<file path="src/rtl/fetch_plan_pkg.sv">
// Shared types for the reference fetch planner.
// Assumes the macroblock is 16x16 luma samples and holds at most 16 vectors.
package fetch_plan_pkg;
    localparam int NUM_MV  = 16;
    localparam int GEOM_W  = 5;

    typedef enum logic [2:0] {
        SHAPE_16X16 = 3'd0,
        SHAPE_16X8  = 3'd1,
        SHAPE_8X16  = 3'd2,
        SHAPE_8X8   = 3'd3,
        SHAPE_8X4   = 3'd4,
        SHAPE_4X8   = 3'd5,
        SHAPE_4X4   = 3'd6,
        SHAPE_RSVD  = 3'd7
    } shape_e;

    typedef struct packed {
        logic [GEOM_W-1:0] off_x;
        logic [GEOM_W-1:0] off_y;
        logic [GEOM_W-1:0] w;
        logic [GEOM_W-1:0] h;
    } part_geom_t;
endpackage

</file>
<file path="src/rtl/part_geometry.sv">
// Maps a shape code and partition index to offset and size inside the
// macroblock, plus the partition count. Purely combinational.
// Assumes idx stays below the count; code 7 is treated as 16x16.
module part_geometry
    import fetch_plan_pkg::*;
(
    input  shape_e     shape,
    input  logic [3:0] idx,
    output part_geom_t geom,
    output logic [4:0] n_parts
);
    // Decode offsets (z order for quadrants, x before y inside them).
    always_comb begin
        geom    = '0;
        n_parts = 5'd1;
        case (shape)
            SHAPE_16X8: begin
                geom.off_y = {1'b0, idx[0], 3'b000};
                geom.w = 5'd16; geom.h = 5'd8; n_parts = 5'd2;
            end
            SHAPE_8X16: begin
                geom.off_x = {1'b0, idx[0], 3'b000};
                geom.w = 5'd8; geom.h = 5'd16; n_parts = 5'd2;
            end
            SHAPE_8X8: begin
                geom.off_x = {1'b0, idx[0], 3'b000};
                geom.off_y = {1'b0, idx[1], 3'b000};
                geom.w = 5'd8; geom.h = 5'd8; n_parts = 5'd4;
            end
            SHAPE_8X4: begin
                geom.off_x = {1'b0, idx[1], 3'b000};
                geom.off_y = {1'b0, idx[2], idx[0], 2'b00};
                geom.w = 5'd8; geom.h = 5'd4; n_parts = 5'd8;
            end
            SHAPE_4X8: begin
                geom.off_x = {1'b0, idx[1], idx[0], 2'b00};
                geom.off_y = {1'b0, idx[2], 3'b000};
                geom.w = 5'd4; geom.h = 5'd8; n_parts = 5'd8;
            end
            SHAPE_4X4: begin
                geom.off_x = {1'b0, idx[2], idx[0], 2'b00};
                geom.off_y = {1'b0, idx[3], idx[1], 2'b00};
                geom.w = 5'd4; geom.h = 5'd4; n_parts = 5'd16;
            end
            default: begin
                geom.w = 5'd16; geom.h = 5'd16; n_parts = 5'd1;
            end
        endcase
    end
endmodule

</file>
<file path="src/rtl/axis_window.sv">
// One axis of a fetch window: start coordinate and length from the
// macroblock base, partition offset/size and one quarter-sample vector
// component. Assumes COORD_W > MV_W so the integer part sign-extends.
module axis_window #(
    parameter int MV_W    = 12,
    parameter int COORD_W = 14
) (
    input  logic [COORD_W-1:0] base,
    input  logic [4:0]         off,
    input  logic [4:0]         size,
    input  logic [MV_W-1:0]    mv,
    output logic [COORD_W-1:0] start,
    output logic [4:0]         len
);
    localparam int EXT_W = COORD_W - MV_W + 2;

    logic               frac;
    logic [COORD_W-1:0] mv_int;

    // Integer part of the vector and the interpolation margin.
    always_comb begin
        frac   = |mv[1:0];
        mv_int = {{EXT_W{mv[MV_W-1]}}, mv[MV_W-1:2]};
        start  = base + {{(COORD_W-5){1'b0}}, off} + mv_int
                 - (frac ? COORD_W'(2) : COORD_W'(0));
        len    = size + (frac ? 5'd5 : 5'd0);
    end
endmodule

</file>
<file path="src/rtl/ref_fetch_planner.sv">
// Walks the partitions of one macroblock and issues one reference window
// request per partition on a valid/ready stream, then reports the pixel
// total. Assumes inputs are stable only in the cycle mb_start is high.
module ref_fetch_planner
    import fetch_plan_pkg::*;
#(
    parameter int MB_IDX_W = 7,
    parameter int MV_W     = 12,
    parameter int COORD_W  = 14,
    parameter int PIX_W    = 16
) (
    input  logic                       clk,
    input  logic                       rst_n,
    input  logic                       mb_start,
    input  logic [MB_IDX_W-1:0]        mb_col,
    input  logic [MB_IDX_W-1:0]        mb_row,
    input  logic [2:0]                 part_mode,
    input  logic [NUM_MV*2*MV_W-1:0]   mv_bus,
    output logic                       req_valid,
    input  logic                       req_ready,
    output logic [COORD_W-1:0]         req_x,
    output logic [COORD_W-1:0]         req_y,
    output logic [4:0]                 req_w,
    output logic [4:0]                 req_h,
    output logic                       req_last,
    output logic                       mb_done,
    output logic [PIX_W-1:0]           mb_pixels
);
    localparam int SLOT_W = 2 * MV_W;
    localparam int PAD_W  = COORD_W - MB_IDX_W - 4;

    logic                busy_q;
    shape_e              shape_q;
    logic [MB_IDX_W-1:0] col_q, row_q;
    logic [SLOT_W-1:0]   mv_q [NUM_MV];
    logic [3:0]          idx_q;
    logic [PIX_W-1:0]    acc_q, pix_q;
    logic                done_q;

    part_geom_t          geom;
    logic [4:0]          n_parts;
    logic                fire, is_last, accept;
    logic [9:0]          area;

    logic [COORD_W-1:0]  ax_base  [2];
    logic [4:0]          ax_off   [2];
    logic [4:0]          ax_size  [2];
    logic [MV_W-1:0]     ax_mv    [2];
    logic [COORD_W-1:0]  ax_start [2];
    logic [4:0]          ax_len   [2];

    part_geometry u_geom (
        .shape   (shape_q),
        .idx     (idx_q),
        .geom    (geom),
        .n_parts (n_parts)
    );

    // Route per-axis inputs to the two window calculators.
    always_comb begin
        ax_base[0] = {{PAD_W{1'b0}}, col_q, 4'b0000};
        ax_base[1] = {{PAD_W{1'b0}}, row_q, 4'b0000};
        ax_off[0]  = geom.off_x;
        ax_off[1]  = geom.off_y;
        ax_size[0] = geom.w;
        ax_size[1] = geom.h;
        ax_mv[0]   = mv_q[idx_q][MV_W-1:0];
        ax_mv[1]   = mv_q[idx_q][SLOT_W-1:MV_W];
    end

    for (genvar a = 0; a < 2; a++) begin : g_axis
        axis_window #(.MV_W(MV_W), .COORD_W(COORD_W)) u_axis (
            .base  (ax_base[a]),
            .off   (ax_off[a]),
            .size  (ax_size[a]),
            .mv    (ax_mv[a]),
            .start (ax_start[a]),
            .len   (ax_len[a])
        );
    end

    // Handshake and sequencing conditions.
    always_comb begin
        req_valid = busy_q;
        is_last   = ({1'b0, idx_q} == (n_parts - 5'd1));
        req_last  = busy_q & is_last;
        fire      = busy_q & req_ready;
        accept    = mb_start & (~busy_q | (fire & is_last));
        req_x     = ax_start[0];
        req_y     = ax_start[1];
        req_w     = ax_len[0];
        req_h     = ax_len[1];
        area      = req_w * req_h;
        mb_done   = done_q;
        mb_pixels = pix_q;
    end

    // Capture vectors when a macroblock is accepted.
    for (genvar k = 0; k < NUM_MV; k++) begin : g_mv
        always_ff @(posedge clk) begin
            if (!rst_n)      mv_q[k] <= '0;
            else if (accept) mv_q[k] <= mv_bus[k*SLOT_W +: SLOT_W];
        end
    end

    // Sequencer state, pixel accumulation and done reporting.
    always_ff @(posedge clk) begin
        if (!rst_n) begin
            busy_q  <= 1'b0;
            shape_q <= SHAPE_16X16;
            col_q   <= '0;
            row_q   <= '0;
            idx_q   <= '0;
            acc_q   <= '0;
            pix_q   <= '0;
            done_q  <= 1'b0;
        end else begin
            done_q <= fire & is_last;
            if (fire & is_last) begin
                pix_q <= acc_q + PIX_W'(area);
                acc_q <= '0;
            end else if (fire) begin
                acc_q <= acc_q + PIX_W'(area);
            end
            if (accept) begin
                busy_q  <= 1'b1;
                shape_q <= shape_e'(part_mode);
                col_q   <= mb_col;
                row_q   <= mb_row;
                idx_q   <= '0;
            end else if (fire & is_last) begin
                busy_q <= 1'b0;
            end else if (fire) begin
                idx_q <= idx_q + 4'd1;
            end
        end
    end

    assert_hold_R7: assert property (@(posedge clk) disable iff (!rst_n)
        (req_valid && !req_ready) |=> (req_valid && $stable(req_x) &&
            $stable(req_y) && $stable(req_w) && $stable(req_h)));

    assert_done_after_last_R8: assert property (@(posedge clk) disable iff (!rst_n)
        (req_valid && req_ready && req_last) |=> mb_done);

    assert_win_size_R4: assert property (@(posedge clk) disable iff (!rst_n)
        req_valid |-> (req_w inside {5'd4, 5'd8, 5'd16, 5'd9, 5'd13, 5'd21} &&
                       req_h inside {5'd4, 5'd8, 5'd16, 5'd9, 5'd13, 5'd21}));

    assert_start_idle_R9: assert property (@(posedge clk) disable iff (!rst_n)
        (!req_valid && mb_start) |=> req_valid);

    assert_pix_range_R8: assert property (@(posedge clk) disable iff (!rst_n)
        mb_done |-> (mb_pixels >= PIX_W'(256) && mb_pixels <= PIX_W'(1296)));

    assert_last_valid_R2: assert property (@(posedge clk) disable iff (!rst_n)
        req_last |-> req_valid);
endmodule

</file>
<file path="config.mk">
export PLATFORM = sky130hd
export DESIGN_NAME = ref_fetch_planner
export DESIGN_NICKNAME = d
export VERILOG_FILES = /design/src/rtl/fetch_plan_pkg.sv /design/src/rtl/part_geometry.sv /design/src/rtl/axis_window.sv /design/src/rtl/ref_fetch_planner.sv
export SDC_FILE = /design/constraint.sdc
export NUM_CORES = 1
export LEC_CHECK = 0
export CAP_MARGIN = 40
export CELL_PAD_IN_SITES_DETAIL_PLACEMENT = 1
export CELL_PAD_IN_SITES_GLOBAL_PLACEMENT = 1
export CORE_MARGIN = 5
export CORE_UTILIZATION = 45
export CTS_CLUSTER_DIAMETER = 150
export CTS_CLUSTER_SIZE = 30
export DETAILED_ROUTE_END_ITERATION = 12
export DONT_BUFFER_PORTS = 1
export PLACE_DENSITY = 0.81
export SYNTH_ARGS = -nofsm -noshare
export SYNTH_HDL_FRONTEND = slang
export SYNTH_SLANG_ARGS = --single-unit
</file>
<file path="constraint.sdc">
create_clock -name clk -period 13.3 [get_ports clk]
set_input_delay 1.995 -clock clk [delete_from_list [all_inputs] [get_ports clk]]
set_output_delay 1.995 -clock clk [all_outputs]
set_load 0.005 [all_outputs]
</file>
==> flow_metrics.env <==
export IMPL_status="finished, final reports clean"
export IMPL_drive_gt1_frac=0.106
export IMPL_tns_ns=0
export IMPL_critPathRequiredTime_ns=11.31
export IMPL_synth_yosys_seq_area_share=0.584
export IMPL_grt_first_pass_wirelength_mm=84.0
export IMPL_total_power_mw=2.83
export IMPL_multi_input_area_sq_mm=0.00800
export IMPL_worstSetupPathType="reg -> out"
export IMPL_synth_warnings=0
export IMPL_hold_class="reg -> reg"
export IMPL_hpwlAfterDp_mm=44.4
export IMPL_grt_max_degree=132
export IMPL_yosysTopAreaCell="edfxtp_1"
export IMPL_hold_viol_final=0
export IMPL_skew_ns=0.0370
export IMPL_synthCells=1562
export IMPL_fp_dieH_um=230
export IMPL_yosys_top_cells_area="edfxtp_1 (53%), and2_1 (11%), mux4_2 (11%), dfxtp_1 (5.4%), ha_1 (4.0%)"
export IMPL_finalMaxSlewViolations=0
export IMPL_cts_tree="yes"
export IMPL_antenna_found_initial=51
export IMPL_drc=0
export IMPL_synth_distinct_cells=58
export IMPL_port_buffers=0
export IMPL_path_max_fanout=44
export IMPL_htreeDepth=1
export IMPL_post_cts_buffers=0
export IMPL_period_minus_slack_ns=7.51
export IMPL_drt_antenna_violating_nets=0
export IMPL_initial_core_util=0.456
export IMPL_synthFlopType="edfxtp_1"
export IMPL_cts_buffers=18
export IMPL_synth_top_area_share=0.530
export IMPL_drt_first_pass_iters=5
export IMPL_fp_dieArea_sq_mm=0.0529
export IMPL_postCtsHoldBufs=0
export IMPL_start_kind="flop"
export IMPL_vias=12100
export IMPL_detail_route_wl_per_cell_um=26.5
export IMPL_syn_cell_area_sq_mm=0.0218
export IMPL_path_clk_slew_ns=0.12
export IMPL_area_growth_pct=4.40
export IMPL_root_buffer="clkbuf_16"
export IMPL_synth_most_common_cell="and2_1"
export IMPL_power_leakage_nw=8.42
export IMPL_max_freq_ghz=0.133
export IMPL_cts_sinks=443
export IMPL_ys_top_cells_by_count="and2_1 (393), edfxtp_1 (384), mux4_2 (104), inv_1 (99), ha_1 (69)"
export IMPL_vias_per_cell=5.57
export IMPL_async_reset_ff_frac=0
export IMPL_wl_mm=57.6
export IMPL_tightest_slew_ns=0.878
export IMPL_coreArea_sq_mm=0.0477
export IMPL_worst_ep_arrival_time_ns=5.51
export IMPL_clock_path_buffers=3
export IMPL_io_pins=462
export IMPL_synth_edf_count=384
export IMPL_cts_resized=0
export IMPL_avgSynthCellArea_sq_um=13.9
export IMPL_seq_area_sq_mm=0.0127
export IMPL_die_w_um=230
export IMPL_setup_viol=0
export IMPL_slew_headroom=0.415
export IMPL_overflow=0
export IMPL_initialDrtViolationCount=1106
export IMPL_grt_pass1_vias=13100
export IMPL_place_congestion=0.906
export IMPL_insertion_delay_ns=0.58
export IMPL_synth_ff_latch_count=443
export IMPL_fin_crit_sh=0.564
export IMPL_critPathCaptureType="primary output"
export IMPL_p_per_area_mw_per_mm2=125
export IMPL_placementRows=80
export IMPL_nNetsFinal=1998
export IMPL_rsz0062_at_grt="no"
export IMPL_cap_violations=0
export IMPL_grt_usage=0.212
export IMPL_ir_drop_uv=103
export IMPL_filler_cell_count=4764
## state kept, by name (all words and copies together) (netlist names), named ones only
register / count
acc_q: 16
col_q: 7
idx_q: 4
mb_done: 1
mb_pixels: 16
mv_q: 384
req_valid: 1
row_q: 7
shape_q: 3
## worst max-delay path, cell delays in order (launching register included)
cell      delay, ns
dfxtp_4        0.68
buf_4          0.72
a21oi_1        0.19
mux4_2         0.51
mux2i_1        0.57
ha_1           0.28
inv_1          0.11
fa_1           0.47
nor2b_1        0.13
o21a_1         0.16
o211ai_1       0.12
and3_1         0.19
o41ai_1        0.54
xnor2_1        0.20
## report_power, final
part           leakage [nW]  switching (mW)  internal (mW)
registers              4.65          0.0415           1.63
logic                  3.52           0.284          0.192
clock network         0.243           0.425          0.256
## logic make-up (layout without fill, tap and decap cells)
logic type | count (synthesis) | in the layout | share of synthesized area
flops | 443 | 443 | 0.584
mux | 116 | 116 | 0.113
other cells | 1 | 41 | 0.000172
compound gates | 122 | 122 | 0.0376
buf+inv | 192 | 145 | 0.0492
fa+ha+maj | 81 | 81 | 0.0507
xor+xnor | 37 | 37 | 0.0149
simple gates | 570 | 570 | 0.150
## cell usage in the layout, fill, tap and decap left out, types with 29 or more instances in the layout
cell type / n
nor2_1: 64
xnor2_1: 29
dfxtp_1: 56
mux4_2: 104
ha_1: 69
nor3_1: 29
diode_2: 39
and2_1: 393
nand2_1: 45
inv_1: 98
edfxtp_1: 384
a21oi_1: 44
## worst paths after layout
path | from | endpoint | slack (ns) | cells after the start
worst max-delay path | flop | req_y[11] | 5.79 | 13
worst max register to register | flop | mb_pixels[15]$_SDFFE_PN0P_ | 6.20 | 20
worst min-delay path | acc_q[0]$_SDFFE_PP0P_ | acc_q[0]$_SDFFE_PP0P_ | 0.48 | 2
worst min register to register | acc_q[0]$_SDFFE_PP0P_ | acc_q[0]$_SDFFE_PP0P_ | 0.48 | 2
## per-stage QoR
stage          instance area [sq um]  std cells  hold slack (ns)  setup WS, ns  utilization
2_1_floorplan                  21800       1563            0.436          2.50            -
3_3_place_gp                   22000       2102            0.449          6.37        0.461
3_5_place_dp                   22100       2107            0.461          6.15        0.463
4_1_cts                        22600       2131            0.478          5.71        0.474
5_1_grt                        22700       2155            0.503          5.37        0.475
6_report                       22700       2170            0.477          5.79        0.476
## layout make-up
type / count / share of cell area
clock inverters: 3 / 0.00176
inverters: 100 / 0.0169
well taps: 615 / 0.0339
repair buffers: 21 / 0.0110
flip-flops and latches: 443 / 0.560
clock buffers: 21 / 0.0203
diodes: 39 / 0.00430
multi-input cells: 928 / 0.352
## layer usage
layer,part of all wire,vias to the layer above,GRT usage
li1,-,5487,-
met1,0.40,6065,0.278
met2,0.50,437,0.355
met3,0.080,73,0.0533
met4,0.019,18,0.0542
met5,0.0020,-,0
(Power assumes the default switching activity.)
